### config.mk
export PLATFORM = sky130hd
export DESIGN_NAME = sc_char_tx
export DESIGN_NICKNAME = d
export VERILOG_FILES = /design/src/rtl/sc_tx_pkg.sv /design/src/rtl/sc_tx_regs.sv /design/src/rtl/sc_tx_shifter.sv /design/src/rtl/sc_char_tx.sv
export SDC_FILE = /design/constraint.sdc
export NUM_CORES = 1
export LEC_CHECK = 0
export ABC_AREA = 1
export BUFFER_PORTS_ARGS = -buffer_cell sky130_fd_sc_hd__buf_4
export CORE_UTILIZATION = 55
export CTS_CLUSTER_DIAMETER = 40
export CTS_CLUSTER_SIZE = 40
export DETAILED_ROUTE_END_ITERATION = 8
export PLACE_DENSITY_LB_ADDON = 0.15
export REMOVE_ABC_BUFFERS = 1
export SLEW_MARGIN = 20
export SYNTH_ARGS = -nofsm -noshare
export SYNTH_HDL_FRONTEND = slang
export SYNTH_SLANG_ARGS = --single-unit
### constraint.sdc
create_clock -name clk -period 1.5 [get_ports clk]
set_input_delay 0.3 -clock clk [delete_from_list [all_inputs] [get_ports clk]]
set_output_delay 0.3 -clock clk [all_outputs]
set_load 0.01 [all_outputs]
### src/rtl/sc_tx_pkg.sv
// Package: shared constants, register addresses and the parity helper
// for the smart card character transmitter.
package sc_tx_pkg;
    localparam int DATA_W = 8;
    localparam int ADDR_W = 2;

    typedef enum logic [ADDR_W-1:0] {
        REG_CTRL = 2'd0,
        REG_DATA = 2'd1,
        REG_STAT = 2'd2
    } sc_reg_e;

    // Even parity bit: makes the count of ones over data plus parity even.
    function automatic logic even_parity(input logic [DATA_W-1:0] d);
        return ^d;
    endfunction
endpackage

### src/rtl/sc_tx_regs.sv
// sc_tx_regs: host register file. It holds the control bits, the one-byte
// holding register, the empty and transmit-end flags, and the interrupt gate.
// Assumes load and frame_end come from the shifter and the top-level load
// decision, and that a data write and a load in the same cycle are legal
// (the load takes the old byte and the new byte stays).
module sc_tx_regs
    import sc_tx_pkg::*;
(
    input  logic              clk,
    input  logic              rst_n,
    input  logic              wr_en,
    input  logic [ADDR_W-1:0] addr,
    input  logic [DATA_W-1:0] wr_data,
    input  logic              load,
    input  logic              frame_end,
    output logic              tx_en,
    output logic              irq_en,
    output logic [DATA_W-1:0] hold_data,
    output logic              hold_full,
    output logic              done,
    output logic [DATA_W-1:0] rd_data,
    output logic              irq
);
    logic wr_ctrl, wr_data_q, wr_stat;

    // Decode which register a write targets.
    always_comb begin
        wr_ctrl   = wr_en && (addr == REG_CTRL);
        wr_data_q = wr_en && (addr == REG_DATA);
        wr_stat   = wr_en && (addr == REG_STAT);
    end

    // Control bits: transmit enable and interrupt enable.
    always_ff @(posedge clk) begin
        if (!rst_n) begin
            tx_en  <= 1'b0;
            irq_en <= 1'b0;
        end else if (wr_ctrl) begin
            tx_en  <= wr_data[0];
            irq_en <= wr_data[1];
        end
    end

    // Holding register byte.
    always_ff @(posedge clk) begin
        if (!rst_n)         hold_data <= '0;
        else if (wr_data_q) hold_data <= wr_data;
    end

    // Full flag: a write fills the register, a load empties it, and the write wins.
    always_ff @(posedge clk) begin
        if (!rst_n)         hold_full <= 1'b0;
        else if (wr_data_q) hold_full <= 1'b1;
        else if (load)      hold_full <= 1'b0;
    end

    // Transmit-end flag: set at each frame end (highest priority), cleared by a load or a write-1-to-clear.
    always_ff @(posedge clk) begin
        if (!rst_n)                     done <= 1'b0;
        else if (frame_end)             done <= 1'b1;
        else if (load)                  done <= 1'b0;
        else if (wr_stat && wr_data[1]) done <= 1'b0;
    end

    // Read multiplexer.
    always_comb begin
        case (addr)
            REG_CTRL: rd_data = {{(DATA_W-2){1'b0}}, irq_en, tx_en};
            REG_DATA: rd_data = hold_data;
            REG_STAT: rd_data = {{(DATA_W-2){1'b0}}, done, ~hold_full};
            default:  rd_data = '0;
        endcase
    end

    // Interrupt request gated by the enable.
    assign irq = done & irq_en;

    // every frame end leaves the flag set.
    a_r6_end_sets_done: assert property (@(posedge clk) disable iff (!rst_n)
        frame_end |=> done);
    // a load with no write in the same cycle leaves the holding register empty.
    a_r5_load_empties: assert property (@(posedge clk) disable iff (!rst_n)
        (load && !wr_data_q) |=> !hold_full);
    // a data write always fills the holding register.
    a_r5_write_fills: assert property (@(posedge clk) disable iff (!rst_n)
        wr_data_q |=> hold_full);
    // a status write with bit 1 clear does not drop the flag.
    a_r8_zero_keeps: assert property (@(posedge clk) disable iff (!rst_n)
        (wr_stat && !wr_data[1] && done && !load) |=> done);
endmodule

### src/rtl/sc_tx_shifter.sv
// sc_tx_shifter: frame sequencer. On load it builds start, data, parity and
// guard, then shifts one bit per bit_tick. It reports frame_end on the tick
// that closes the last guard period. Assumes bit_tick is a one-cycle pulse
// and that load is only raised while enable is high.
module sc_tx_shifter
    import sc_tx_pkg::*;
#(
    parameter int GUARD_BITS = 2
) (
    input  logic              clk,
    input  logic              rst_n,
    input  logic              enable,
    input  logic              bit_tick,
    input  logic              load,
    input  logic [DATA_W-1:0] load_data,
    output logic              busy,
    output logic              line,
    output logic              frame_end
);
    localparam int SH_W   = DATA_W + 2;            // start + data + parity
    localparam int FRAME  = SH_W + GUARD_BITS;     // bit periods per frame
    localparam int CNT_W  = $clog2(FRAME + 1);
    localparam logic [CNT_W-1:0] LAST = CNT_W'(FRAME - 1);

    logic [SH_W-1:0]  sh;
    logic [CNT_W-1:0] cnt;

    // Frame end strobe: last bit period of a live frame is closed by a tick.
    assign frame_end = enable && busy && bit_tick && (cnt == LAST);

    // Busy, shift register and bit counter.
    always_ff @(posedge clk) begin
        if (!rst_n || !enable) begin
            busy <= 1'b0;
            sh   <= '1;
            cnt  <= '0;
        end else if (load) begin
            busy <= 1'b1;
            sh   <= {even_parity(load_data), load_data, 1'b0};
            cnt  <= '0;
        end else if (busy && bit_tick) begin
            if (cnt == LAST) begin
                busy <= 1'b0;
                sh   <= '1;
                cnt  <= '0;
            end else begin
                sh   <= {1'b1, sh[SH_W-1:1]};
                cnt  <= cnt + 1'b1;
            end
        end
    end

    // Line: current shift bit while busy, otherwise idle high.
    assign line = busy ? sh[0] : 1'b1;

    // once disabled, the line is high and the shifter idle.
    a_r9_off_idle: assert property (@(posedge clk) disable iff (!rst_n)
        !enable |=> (line && !busy));
    // a load drives the start bit on the next cycle.
    a_r2_start_low: assert property (@(posedge clk) disable iff (!rst_n)
        (load && enable) |=> !line);
    // guard periods keep the line high.
    a_r4_guard_high: assert property (@(posedge clk) disable iff (!rst_n)
        (busy && cnt >= CNT_W'(SH_W)) |-> line);
    // without a tick or load, the line holds its value.
    a_r2_no_tick_stable: assert property (@(posedge clk) disable iff (!rst_n)
        (enable && !bit_tick && !load) |=> $stable(line));
endmodule

### src/rtl/sc_char_tx.sv
// sc_char_tx: top level of the smart card character transmitter. Joins the
// register file and the frame shifter and decides when the holding byte
// moves into the shift register. Assumes bit_tick comes from an outside
// baud generator at one pulse per bit period.
module sc_char_tx
    import sc_tx_pkg::*;
#(
    parameter int GUARD_BITS = 2
) (
    input  logic              clk,
    input  logic              rst_n,
    input  logic              bit_tick,
    input  logic              wr_en,
    input  logic [1:0]        addr,
    input  logic [7:0]        wr_data,
    output logic [7:0]        rd_data,
    output logic              line_out,
    output logic              irq
);
    logic              tx_en, irq_en, hold_full, done, busy, frame_end, load;
    logic [DATA_W-1:0] hold_data;

    // Load decision: byte ready, enabled, and the shifter idle or finishing.
    assign load = tx_en && hold_full && (!busy || frame_end);

    sc_tx_regs u_regs (
        .clk       (clk),
        .rst_n     (rst_n),
        .wr_en     (wr_en),
        .addr      (addr),
        .wr_data   (wr_data),
        .load      (load),
        .frame_end (frame_end),
        .tx_en     (tx_en),
        .irq_en    (irq_en),
        .hold_data (hold_data),
        .hold_full (hold_full),
        .done      (done),
        .rd_data   (rd_data),
        .irq       (irq)
    );

    sc_tx_shifter #(.GUARD_BITS(GUARD_BITS)) u_shift (
        .clk       (clk),
        .rst_n     (rst_n),
        .enable    (tx_en),
        .bit_tick  (bit_tick),
        .load      (load),
        .load_data (hold_data),
        .busy      (busy),
        .line      (line_out),
        .frame_end (frame_end)
    );

    // back-to-back frames start on the same edge that ends the previous frame.
    a_r6_no_gap: assert property (@(posedge clk) disable iff (!rst_n)
        (frame_end && hold_full) |=> (busy && !line_out));
    // interrupt only with the enable set.
    a_r7_gate: assert property (@(posedge clk) disable iff (!rst_n)
        !irq_en |-> !irq);
    // no frame starts while disabled.
    a_r9_no_start: assert property (@(posedge clk) disable iff (!rst_n)
        !tx_en |-> !load);
endmodule

Word level (Yosys, flattened, before mapping)
Index checks and enable logic that the tools add are counted.
Widths: inputs -> output; s select.
- bits in registers: 27
- input port bits: 14
- output and inout port bits: 10
- logic and storage cells: 51
- add/subtract/negate cells: 1
- equal/unequal tests: 3
- multiplexer cells: 14
- bitwise gates (word level): 2
- reductions and logical operators: 23
- operators by type and width (cell ; count):
    $pmux 8 s3 ; 1
    $mux 10 ; 2
    $logic_and 1x1->1 ; 10
    $mux 1 ; 9
    $mux 9 ; 1
    $reduce_xor 8->1 ; 1
    $reduce_bool 2->1 ; 3
    $add 4x1->4 const B ; 1
    $eq 4x4->1 const B ; 1
    $mux 4 ; 1
    $logic_not 1->1 ; 3
    $reduce_bool 3->1 ; 1
    $eq 2x1->1 const B ; 1
    $eq 2x2->1 const B ; 1
    $logic_not 2->1 ; 1
    $logic_or 1x1->1 ; 2
    $reduce_and 2->1 ; 1
    $reduce_or 2->1 ; 1
    $and 1x1->1 ; 1
    $not 1->1 ; 1

Depth between registers and ports, before layout
Gate-level depths: netlist of run 1.
- depth after elaboration: 7
- depth in mapped cells: 8
- gate-level depth less buffers: 8

Hierarchy
Synthesis of run 1 repeated with hierarchy kept, for this count alone.
- cell total of the unflattened synthesis: 209
- area total of the unflattened synthesis: 1457.6 µm²
- modules (own cells, without submodules) (module ; times used ; cells an instance ; area each (µm²) ; sequential area each (µm²)):
    sc_tx_shifter ; 1 ; 121 ; 882.1 ; 300.3
    sc_tx_regs ; 1 ; 85 ; 559.3 ; 240.2
    sc_char_tx ; 1 ; 3 ; 16.3 ; 0.0

Worst setup path before layout of run 1
Ideal clock, no wire load.
- path kind: register to register
- start point: register u_shift.cnt[0]
- end point: register u_shift.sh[1]
- library setup time: 123 ps
- arrival: 1164 ps
- required time: 1377 ps
- slack: 214 ps
- cell stages (with the launch flop): 8
- buffers on the path: 1
- clock period less this slack: 1286 ps
- path through: dfxtp_1 ha_1 nand3_1 o21ai_1 nand2_2 buf_6 nand2_2 nand3_2
- longest elaborated chain between the ends: 5
- elaborated cells on any way between the ends: 8
- classes of those cells: eq/ne (1); mux (3); reduce/logical (4)
- RTL lines (item ; line ; source):
    start: declaration ; sc_tx_shifter.sv:26 ; logic [CNT_W-1:0] cnt;
    start signal: assignment ; sc_tx_shifter.sv:48 ; cnt <= cnt + 1'b1;
    $eq 4x4->1 * ; sc_tx_shifter.sv:29, sc_tx_shifter.sv:42 ;
    $logic_and 1x1->1 ; sc_tx_shifter.sv:29 ; assign frame_end = enable && busy && bit_tick && (cnt == LAST);
    $logic_or 1x1->1 ; sc_char_tx.sv:24 ; assign load = tx_en && hold_full && (!busy || frame_end);
    $logic_and 1x1->1 ; sc_char_tx.sv:24 ;
    $mux 10 / $reduce_bool 2->1 (equally long branches) ; n/a ;
    end signal: assignment ; sc_tx_shifter.sv:39 ; sh <= {even_parity(load_data), load_data, 1'b0};
    end signal: assignment ; sc_tx_shifter.sv:47 ; sh <= {1'b1, sh[SH_W-1:1]};
    end: declaration ; sc_tx_shifter.sv:25 ; logic [SH_W-1:0] sh;
Mark *: on every way between the ends. The rest lies on a longest branch, timed or not. The select of a mux whose other input is x is not followed.
A chain may end at the register's enable or synchronous reset.

Final worst setup path of run 1
- start point: register u_shift.busy
- end point: output port line_out
- longest elaborated chain between the ends: 1
- RTL lines (item ; line ; source):
    start: declaration ; sc_tx_shifter.sv:16 ; output logic busy,
    start signal: assignment ; sc_tx_shifter.sv:34 ; busy <= 1'b0;
    start signal: assignment ; sc_tx_shifter.sv:38 ; busy <= 1'b1;
    start signal: assignment ; sc_tx_shifter.sv:43 ; busy <= 1'b0;
    $mux 1 ; sc_tx_shifter.sv:54 ; assign line = busy ? sh[0] : 1'b1;
    end: declaration ; sc_char_tx.sv:17 ; output logic line_out,
No other way between the ends.

==> summary by stage, run 1 <==
Run status
The flow ran to the end, and the final reports show no timing, DRC or antenna violations.

Timing
The maximum clock rate is between 0.6 and 0.7 GHz. The final critical-path required period is 1.46 ns. The number of hold violations in the final report is 0. The clock tree skew after final layout is between 0.009 and 0.01 ns.

Setup repair after global routing left no endpoint under its margin. The period utilization is just under 100%. At the pin with the least slew margin, the transition time is 0.467 ns. The post-route setup TNS is 0 ns.

The number of slew-limit violations in the final report is 0. The number of failing setup endpoints in the final timing report is 0. The worst pin sits at a relative slew slack of 68.8%.

Drt
The via density per instance is roughly 5.1. In the final routed layout, each cell accounts on average for around 11 µm. For this block, the initial DRC count from the detailed router was 25. The via total after detailed routing is approximately 1.4k. The residual DRC count is 0.

The final antenna-violating net count is 0. After detailed routing, the total wire length is between 2 and 3 mm. For this run, the detailed router's first-pass iteration total came to 4.

Setup path
The endpoint identified for the worst register-to-register timing path is u_shift.sh[7]. The buffers plus inverters on the worst setup path is 2. The signal arrival time at the worst endpoint is approximately 1.2 ns. In this run the register-to-register setup slack is approximately 0.10 ns. The stage delay of the slowest cell on the critical path is just under 0.4 ns. The number of gates on the worst path with buffers counted is 3. The maximum fanout along the worst path is 3. The worst setup path is captured at an output pin. The slowest stage of the critical path belongs to the cell sky130_fd_sc_hd__dfxtp_4. The signal on the critical path passes through inv_2 > or2_2 > buf_6.

Broken down by cell family, the worst path's largest delay share belongs to flip-flops. Counting cells, the worst reg-to-reg path comes to 7. The element type at the critical path start is a flop. The startpoint identified for the worst register-to-register timing path is u_shift.cnt[0]. For the worst setup path, the data required time is ~1.2 ns. The startpoint-to-endpoint class of the critical path is flop to output pin.

Placed design
At the end of routability-driven placement, the weighted congestion stood at ~0.76. The count of buffers added on input and output ports is 23. Detailed placement finished with a half-perimeter wire length of about 2.3 mm. The post-placement cell area is 1670 µm².

The number of placed instances, taps included, is 265.

Layout
In the layout the commonest cells are sky130_fd_sc_hd__nand2_1, sky130_fd_sc_hd__buf_4, sky130_fd_sc_hd__inv_1, sky130_fd_sc_hd__a21oi_1, sky130_fd_sc_hd__dfxtp_1. The library cell used most frequently in the layout, excluding fill and tap cells, is sky130_fd_sc_hd__nand2_1. Counting the fill cells in the layout gives 217.

For this run, the number of standard cells in the final layout without fillers is roughly 270. The share of the core filled with cells in the final layout is 70.3%. Compared with the post-synthesis result, the final layout area differs by 19.0%.

In the final design database the tool counted approximately 260 nets. The share of post-route cells with drive strength above 1 is between 20% and 30%. The antenna diode count is 0. The final instance area is 1760 µm².

Clock tree
The CTS sink count is 27. After clock tree synthesis, the clock-pin slew on the worst setup and hold paths is about 0.15 ns. The cell chosen for the clock root is sky130_fd_sc_hd__clkbuf_4. The clock passes through at most 2 buffers. In this run, post-CTS hold repair placed 0 buffers.

CTS built an H-tree with a depth of 1. The number of buffers inserted during clock tree synthesis is 3. The CTS tree is yes. The insertion delay of the later-clocked pin in the worst-skew pair is 0.33 ns.

Min path
The hold path endpoint is u_regs.tx_en. The class of the tightest hold or removal check is input pin to flop. The number of cells on the worst hold path is 3. The launch instance of the worst min-delay path is wr_data[0].

Global route
The number of global-route vias before repair is about 1.2k. The overall routing resource usage is a little under a quarter. The total global routing overflow is 0. The global-route wire length before repair is between 4 and 5 mm. The initial antenna violation count is 0. Entering global routing, the biggest net connects 18 pins.

Floorplanning
The die width is roughly 54 µm. The floorplan step set the die height to approximately 54 µm. In this run the core area contains 18 standard-cell rows. 24 I/O pins were placed.

The floorplan step defined a die boundary enclosing 2900 µm². The effective utilization at floorplan is 59.1%. The region available for standard cell placement spans 2500 µm².

Power
Overall power consumption after layout is estimated at 1.21 mW. Across the VDD grid, the largest voltage drop is roughly 540 µV. Summed over all cells, the static leakage comes to between 0.7 and 0.8 nW. The power density normalized to cell area is 691 nW/µm².

Job
The max capacitance violation total is 0.

Synth
The synthesized netlist occupies a cell area of around 1500 µm². The async set or reset register ratio after synthesis is 0%. The synthesized netlist cell count is approximately 220. The dominant register cell in the synthesized netlist is sky130_fd_sc_hd__dfxtp_1. In this run the mean area of a mapped cell was between 6 and 7 µm². The number of storage elements in the synthesis netlist is 27. Of the synthesized area, sequential elements account for roughly 37%. Yosys mapped a number of flops with a built-in enable equal to 0. The warning count from the yosys run is 0. The count of distinct cell types in the synthesized netlist is 26.
[layout make-up]
type                    count  area [µm²]  share of cell area (%)
multi-input cells         158         830                    47.2
flip-flops and latches     27         552                    31.4
repair buffers             29         221                    12.6
inverters                  24        90.1                    5.12
well taps                  30        37.5                    2.14
clock buffers               3        22.5                    1.28
clock inverters             1        5.00                   0.285
[per-layer routing]
layer	GRT usage (%)	wire, µm	up-vias	part of all wire, %
li1	-	-	746	-
met1	29.0	1430	610	48
met2	38.1	1460	19	49
met3	2.54	57	5	1.9
met4	9.21	48	0	1.6
met5	0	0	-	0
[sequential cells by signal, indices dropped and copies added (netlist names)]
signal            count
u_regs.done           1
u_regs.irq_en         1
u_regs.hold_data      8
u_shift.busy          1
u_regs.hold_full      1
u_shift.cnt           4
u_regs.tx_en          1
u_shift.sh           10
[what timing repair did]
action | 4_1_cts | 5_1_grt
gates resized for setup | 3 | 10
cloned | 0 | 0
setup endpoints to repair | 16 | 20
buffers inserted | 0 | 3
[tightest hold or removal path, stage by stage]
cell,delay (ns)
sky130_fd_sc_hd__buf_4,0.08
sky130_fd_sc_hd__o21ai_0,0.08
sky130_fd_sc_hd__nor2_1,0.08
[metrics by stage]
stage               setup WS [ns]  hold slack, ns
floorplan                   0.170           0.435
global placement           0.0762           0.449
detailed placement        -0.0271           0.452
CTS                       -0.0212           0.220
global route              0.00173           0.222
finish                     0.0404           0.226
[synth_stat cells (2+ instances only)]
cell type	number	share of area [%]
sky130_fd_sc_hd__a21oi_1	22	7.5
sky130_fd_sc_hd__buf_2	2	0.68
sky130_fd_sc_hd__nand2_2	9	3.8
sky130_fd_sc_hd__or2_2	2	0.85
sky130_fd_sc_hd__nand2_1	62	16
sky130_fd_sc_hd__nand3_2	8	5.4
sky130_fd_sc_hd__inv_1	22	5.6
sky130_fd_sc_hd__o21ai_0	8	2.7
sky130_fd_sc_hd__o21a_1	7	3.6
sky130_fd_sc_hd__dfxtp_1	27	37
sky130_fd_sc_hd__inv_2	2	0.51
sky130_fd_sc_hd__o221ai_1	2	1.2
sky130_fd_sc_hd__nand3_1	7	2.4
sky130_fd_sc_hd__nor2_1	20	5.1
sky130_fd_sc_hd__clkbuf_1	2	0.51
sky130_fd_sc_hd__buf_6	2	1.5
sky130_fd_sc_hd__xor2_1	2	1.2
[power by group]
| part | total, mW | leakage, nW | switching, mW | internal (mW) |
|---|---|---|---|---|
| Sequential | 0.746 | 0.222 | 0.0154 | 0.730 |
| Clock | 0.316 | 0.0177 | 0.216 | 0.100 |
| Combinational | 0.153 | 0.490 | 0.0866 | 0.0666 |
| Total | 1.21 | 0.730 | 0.318 | 0.897 |
[logic make-up (layout without fill, tap and decap cells)]
kind of cell,after synthesis,after routing,synth area share [%]
AO/OA/AOI/OAI,43,43,17.2
AND/OR/NAND/NOR,111,111,34.8
buffers and inverters,30,57,8.81
XOR/XNOR,3,3,1.78
adder cells (fa/ha/maj),1,1,0.847
flip-flops,27,27,36.6
[worst max-delay path by stage]
stage              startpoint            end  slack [ns]
3_3_place_gp   u_shift.cnt[0]  u_shift.sh[9]        0.08
3_5_place_dp   u_shift.cnt[0]  u_shift.sh[9]       -0.03
4_1_cts        u_shift.cnt[0]  u_shift.sh[9]       -0.02
6_report         u_shift.busy       line_out        0.04
2_1_floorplan  u_shift.cnt[0]  u_shift.sh[9]        0.17
5_1_grt          u_shift.busy       line_out       0.002
(Power assumes the default switching activity.)
==> run 2: changes to the inputs <==
Settings changed: GPL_TIMING_DRIVEN set to 0.
==> run 2 against run 1 <==
Net effect: flip-flop and latch count is the same; hold slack better by 0.0066 ns; highest routed layer unchanged; clock skew decreased by 0.0046 ns; largest cell class unchanged; sequential share of layout area increased by 0.11 points; combinational power shrank 3%.
==> summary by stage, run 2 (synthesis gave the netlist of run 1 again) <==
Setup path
The reg-to-reg endpoint is u_shift.sh[9]. The path depth of the worst reg2reg path is 6 (-1). The worst setup path is captured at an output pin. The critical path goes through inv_4 > or2_4 > buf_6. The startpoint-to-endpoint class of the critical path is flop to output pin. The stage delay of the slowest cell on the critical path is 0.43 ns (+0.04 ns). The required time at the worst-slack endpoint was 1.20 ns (about the same). The maximum fanout along the worst path is 6 (+3). The register-to-register setup slack came to 0.07 ns (-0.03 ns).

The signal arrival time at the worst endpoint was 1.16 ns (about the same). The master of the slowest instance on the critical path is sky130_fd_sc_hd__dfxtp_4. The most critical setup path has its startpoint at u_shift.busy.

The element type at the critical path start is a flop. The termination of the worst setup path is line_out. The worst register-to-register path begins at u_shift.cnt[0].

Global route
The overall routing resource usage came to 22.5% (-0.059 points). The global-route wire length before repair is 4.76 mm (+0.59%). The total global routing overflow was 0 (unchanged).

The initial antenna violation count is 0 (unchanged). The number of global-route vias before repair was 1166 (-0.086%). The pin count of the biggest net entering global routing is 18 (unchanged).

Layout
The storage element area is 552 µm² (unchanged). The area added between synthesis and finish is 18.5%. The largest registers in the layout are u_shift.sh (10), u_regs.hold_data (8), u_shift.cnt (4). The area used by multi-input combinational logic came to 867 µm² (+4.5%). The share of post-route cells with drive strength above 1 came to 26.5% (-0.80 points). The register bank with the most flops is u_shift.sh. The flip-flop count of the largest register after layout is 10 (unchanged).

Leaving out fill and tap cells, the most frequent cell in the layout is sky130_fd_sc_hd__nand2_1. The count of placed standard cells in the final layout, fillers left out is 268 (-1.5%). Leaving out fill and tap cells, the most frequent cells in the layout are sky130_fd_sc_hd__nand2_1, sky130_fd_sc_hd__a21oi_1, sky130_fd_sc_hd__buf_4, sky130_fd_sc_hd__dfxtp_1, sky130_fd_sc_hd__inv_1. The number of inserted filler cells in the final layout came to 232 (+6.9%).

The number of nets in the finished design is 254 (-1.6%). The antenna diode count is 0 (unchanged).

Floorplanning
The die width is 53.8 µm (unchanged). The top-level port count came to 24 (unchanged). The total die area is 2900 µm² (unchanged).

The effective utilization at floorplan is 59.1% (unchanged). The number of standard-cell rows in the floorplan is 18 (unchanged). The standard cell core area is 2500 µm² (unchanged).

The vertical extent of the die was 53.8 µm (unchanged).

Timing
The final critical-path required period came to 1.46 ns (-0.00409 ns). The worst slew margin relative to its limit came to 68.0% (-0.79 points). The measured slew at the worst slew-check pin is 0.479 ns (+0.0115 ns). The number of failing setup endpoints in the final timing report is 0 (unchanged). The clock tree skew after final layout is 0.00474 ns (-0.00463 ns).

The number of slew-limit violations in the final report is 0 (unchanged). The number of hold violations in the final report is 0 (unchanged). The period utilization is 97.0% (-0.27 points). The maximum clock rate is 0.687 GHz (+0.28%).

The worst hold margin is 0.232 ns (+0.00661 ns).

Placed design
The cell count after placement is 262 (-1.1%). The detailed placer's ending HPWL is 2.21 mm (-4.7%). The number of I/O port buffers came to 23 (unchanged). The placer congestion estimate is 0.759 (about the same).

Power
The part of the power in registers was 61.2% (-0.2 points). The switching part of the total power was 26.5% (+0.36 points). The leakage dissipation came to 0.703 nW (-3.7%). The power density normalized to cell area is 698 nW/µm² (+0.97%). The part of the total power dissipated in the clock network is 26.6% (+0.6 points). The fraction of power consumed by combinational cells is 12.2% (-0.4 points). The power spent charging and discharging nets is 0.324 mW (+2.0%).

The total chip power is 1.22 mW (+0.61%). The largest vdd supply drop was 551 µV (+1.3%). The cell internal power dissipation was 0.898 mW (+0.12%).

Run status
The flow ran to the end, and the final reports show no timing, DRC or antenna violations.

Drt
The routed length per instance is 12.2 µm (+11%). The violation count after the first detailed-routing iteration is 24 (-4.0%). The number of iterations in the first detailed-routing pass is 5 (+1). The final wirelength came to 3.27 mm (+9.1%). The residual DRC count is 0 (unchanged). The final antenna-violating net count came to 0 (unchanged). The via density per instance was 5.29 (+4.4%).

The via total after detailed routing is 1419 (+2.8%).

Clock tree
The insertion delay of the later-clocked pin in the worst-skew pair was 0.33 ns (about the same). The CTS tree is yes. The maximum clock path buffer count came to 2 (unchanged). The root buffer cell chosen for the clock tree is sky130_fd_sc_hd__clkbuf_4. The CTS sink count was 27 (unchanged). The CTS H-tree depth is 1 (unchanged).

The number of buffers inserted during clock tree synthesis is 3 (unchanged). The CTS clock-pin slew for the worst setup and hold paths came to 0.15 ns (about the same). The buffer count from post-CTS setup fixing is 0 (unchanged). The total of hold buffers inserted after clock tree synthesis is 0 (unchanged).

Min path
The class of the tightest hold or removal check is input pin to flop.

Job
The max capacitance violation total is 0 (unchanged).
## run 2: power groups by stage
stage	sequential (mW)	combinational, mW	clock (mW)
after detailed placement	0.765	0.145	0
after CTS	0.747	0.146	0.335
after floorplan	0.761	0.0874	0
final	0.748	0.149	0.325
after global placement	0.764	0.138	0
after global routing	0.751	0.171	0.355
## run 2: final cells by class
cell class                      instances  share of cell area, %
Multi-Input combinational cell        160                   49.5
Timing Repair Buffer                   23                   10.1
Inverter                               24                   5.29
Tap cell                               30                   2.14
Clock buffer                            4                   1.50
Sequential cell                        27                   31.5
## run 2: worst min-delay path by stage
| stage | slack, ns | endpoint | depth (start not counted) | start |
|---|---|---|---|---|
| finish | 0.23 | u_regs.irq_en | 3 | wr_data[1] |
| global route | 0.24 | u_regs.hold_data[1] | 3 | wr_data[1] |
| CTS | 0.23 | u_regs.tx_en | 3 | wr_data[0] |
| detailed placement | 0.46 | u_shift.sh[1] | 2 | u_shift.sh[1] |
| global placement | 0.46 | u_shift.sh[1] | 2 | u_shift.sh[1] |
| floorplan | 0.43 | u_shift.sh[0] | 2 | u_shift.sh[0] |
## run 2: metal layers
metal	up-vias	global-route usage (%)	part of all wire [%]
met5	-	0	0
li1	739	-	-
met1	649	28.1	46
met3	4	3.39	2.7
met4	0	6.58	1.0
met2	27	39.5	50
## run 2: critical path: cells and delay by family, from the launching register on
kind,cells,cell delay (ns)
buf+inv,2,0.17
flops,1,0.43
simple gates,1,0.23
## run 2: timing repair
item,CTS,global route
resized for setup,3,17
pin swaps,0,3
gates cloned,0,2
endpoints found under the setup margin,17,20
## run 2: metrics by stage
step / TNS [ns] / setup WS (ns) / area (µm²) / util [%]
3_5_place_dp: -0.240 / -0.0534 / 1650 / 65.9
3_3_place_gp: -0.0162 / -0.0162 / 1650 / 65.9
4_1_cts: -0.0426 / -0.0238 / 1680 / 67.3
2_1_floorplan: 0 / 0.170 / 1440 / -
5_1_grt: -0.00316 / -0.00316 / 1750 / 70.1
6_report: 0 / 0.0444 / 1750 / 70.1
==> run 3: changes to the inputs <==
Settings changed: BUFFER_PORTS_ARGS -buffer_cell sky130_fd_sc_hd__buf_4 to -buffer_cell sky130_fd_sc_hd__buf_2.
==> run 3 against run 2 <==
Net effect: critical path type unchanged; setup slack got worse by 0.023 ns; critical path depth did not move; sequential share of layout area rose by 1.4 points; sequential power barely moved; first-iteration DRC count fell by 17%; fmax fell by 1.5%; critical endpoint unchanged; total power fell by 0.85%.
==> summary by stage, run 3 (synthesis gave the netlist of run 1 again) <==
Setup path
The signal arrival time at the worst endpoint is 1.18 ns (+0.02 ns). Traced cell by cell, the critical path runs through inv_2 > or2_2 > buf_2. The master of the slowest instance on the critical path is sky130_fd_sc_hd__dfxtp_4. The required time at the worst-slack endpoint came to 1.20 ns (about the same).

The stage delay of the slowest cell on the critical path is 0.39 ns (-0.04 ns). The sort of element at the end of the critical path is an output pin. The kind of cell adding the most delay to the critical path is flip-flops. The buffers plus inverters on the worst setup path is 2 (unchanged).

The maximum fanout along the worst path is 3 (-3). The startpoint-to-endpoint class of the critical path is flop to output pin. The worst setup path is launched from a flop.

Global route
The global-route wire length before repair was 4.66 mm (-2.0%). The number of global-route vias before repair came to 1163 (-0.26%). The pin count of the biggest net entering global routing is 18 (unchanged). The initial antenna violation count is 0 (unchanged).

The overall routing resource usage is 22.2% (-0.35 points). The total global routing overflow was 0 (unchanged).

Layout
The number of nets in the finished design is 255 (+0.39%). The register bank with the most flops is u_shift.sh. The library cell used most frequently in the layout, excluding fill and tap cells, is sky130_fd_sc_hd__nand2_1.

The count of placed standard cells in the final layout, fillers left out is 269 (+0.37%). The flip-flop count of the largest register after layout is 10 (unchanged). The area added between synthesis and finish is 13.2%.

Leaving out fill and tap cells, the most frequent cells in the layout are sky130_fd_sc_hd__nand2_1, sky130_fd_sc_hd__buf_2, sky130_fd_sc_hd__a21oi_1, sky130_fd_sc_hd__inv_1, sky130_fd_sc_hd__dfxtp_1. The share of post-route cells with drive strength above 1 is 26.8% (+0.31 points). The final instance area is 1670 µm² (-4.5%). The largest registers in the layout are u_shift.sh (10), u_regs.hold_data (8), u_shift.cnt (4). The antenna diode count is 0 (unchanged).

Drt
The routed length per instance is 11.9 µm (-2.7%). The number of iterations in the first detailed-routing pass is 4 (-1). The via total after detailed routing was 1409 (-0.70%).

The final antenna-violating net count is 0 (unchanged). The final wirelength is 3.19 mm (-2.3%). The violation count after the first detailed-routing iteration is 20 (-17%).

The residual DRC count is 0 (unchanged). The via density per instance came to 5.24 (-1.1%).

Timing
The number of hold violations in the final report is 0 (unchanged). The post-route setup TNS is 0 ns (unchanged). The final critical-path required period was 1.48 ns (+0.0228 ns). The number of failing setup endpoints in the final timing report is 0 (unchanged). The number of slew-limit violations in the final report is 0 (unchanged). The maximum clock rate is 0.676 GHz (-1.5%). The clock tree skew after final layout came to 0.0125 ns (+0.00775 ns). The worst hold margin is 0.208 ns (-0.0244 ns). Setup repair after global routing could not meet its margin everywhere. The worst slew margin relative to its limit came to 67.2% (-0.72 points). The measured slew at the worst slew-check pin is 0.490 ns (+0.0108 ns). The period utilization is 98.6% (+1.5 points).

Power
The cell internal power dissipation is 0.887 mW (-1.3%). The largest vdd supply drop was 576 µV (+4.5%). The power spent charging and discharging nets was 0.325 mW (+0.44%). The part of the total power dissipated in the clock network was 27.2% (+0.6 points).

The switching part of the total power is 26.9% (+0.34 points). The part of the power in registers came to 61.8% (+0.6 points). The leakage dissipation is 0.688 nW (-2.1%). The power density normalized to cell area is 725 nW/µm² (+3.8%). The total chip power was 1.21 mW (-0.85%). The fraction of power consumed by combinational cells was 11.0% (-1.2 points).

Placed design
The number of I/O port buffers came to 23 (unchanged). The post-placement cell area was 1590 µm² (-3.5%). The cell count after placement was 262 (unchanged). The detailed placer's ending HPWL is 2.23 mm (+1.0%). The placer congestion estimate came to 0.734 (-3.4%).

Job
The max capacitance violation total is 0 (unchanged).

Min path
The class of the tightest hold or removal check is input pin to flop.

Clock tree
The CTS sink count was 27 (unchanged). TritonCTS built the clock tree. The maximum clock path buffer count was 2 (unchanged). The CTS clock-pin slew for the worst setup and hold paths is 0.16 ns (about the same). The insertion delay of the later-clocked pin in the worst-skew pair is 0.34 ns (about the same).

The number of buffers inserted during clock tree synthesis is 3 (unchanged). The cell chosen for the clock root is sky130_fd_sc_hd__clkbuf_4. The CTS H-tree depth is 1 (unchanged).

Floorplanning
The top-level port count came to 24 (unchanged). The die width was 53.8 µm (unchanged). The number of standard-cell rows in the floorplan was 18 (unchanged). The vertical extent of the die is 53.8 µm (unchanged). The effective utilization at floorplan is 59.1% (unchanged). The total die area is 2900 µm² (unchanged). The standard cell core area is 2500 µm² (unchanged).

Run status
The run finished with clean final reports.
[run 3: layer usage]
metal | vias up | GRT usage (%) | part of all wire [%]
li1 | 735 | - | -
met1 | 642 | 27.6 | 47
met2 | 27 | 37.2 | 49
met3 | 5 | 2.82 | 2.2
met4 | 0 | 11.0 | 1.6
met5 | - | 0 | 0
[run 3: path summary, 6_finish.rpt]
| kind | cells after the start | start | end | slack (ns) |
|---|---|---|---|---|
| max | 3 | u_shift.busy | line_out | 0.02 |
| max reg2reg | 6 | u_shift.cnt[0] | u_shift.sh[5] | 0.06 |
| min | 3 | wr_data[1] | u_regs.irq_en | 0.21 |
| min reg2reg | 2 | u_regs.irq_en | u_regs.irq_en | 0.50 |
[run 3: layout make-up]
class | instances | area [µm²]
clock buffer | 4 | 26.3
fill | 229 | 827
inverter | 24 | 90.1
multi-input combinational | 160 | 846
sequential | 27 | 551
tap | 30 | 37.5
timing repair buffer | 24 | 123
[run 3: worst min-delay path, stage by stage]
cell                      delay [ns]
sky130_fd_sc_hd__buf_2          0.11
sky130_fd_sc_hd__nand2_1        0.06
sky130_fd_sc_hd__a21oi_1        0.05
[run 3: timing repair]
item | 4_1_cts | 5_1_grt
buffers inserted | 1 | 0
endpoints found under the setup margin | 17 | 11
gates cloned | 0 | 2
hold buffers | 0 | 0
gates resized for setup | 6 | 8
pin swaps | 0 | 3
[run 3: metrics by stage]
step / utilization (%) / worst slack (ns)
2_1_floorplan: - / 0.170
3_3_place_gp: 63.6 / -0.0224
4_1_cts: 65.7 / 0.00768
5_1_grt: 66.9 / -0.00471
6_report: 66.9 / 0.0216
3_5_place_dp: 63.6 / -0.0956
[run 3: power groups by stage]
stage	registers (mW)	clock network (mW)	logic (mW)
finish	0.749	0.330	0.133
CTS	0.748	0.333	0.132
global placement	0.764	0	0.125
detailed placement	0.765	0	0.131
floorplan	0.761	0	0.0874
global route	0.751	0.353	0.153
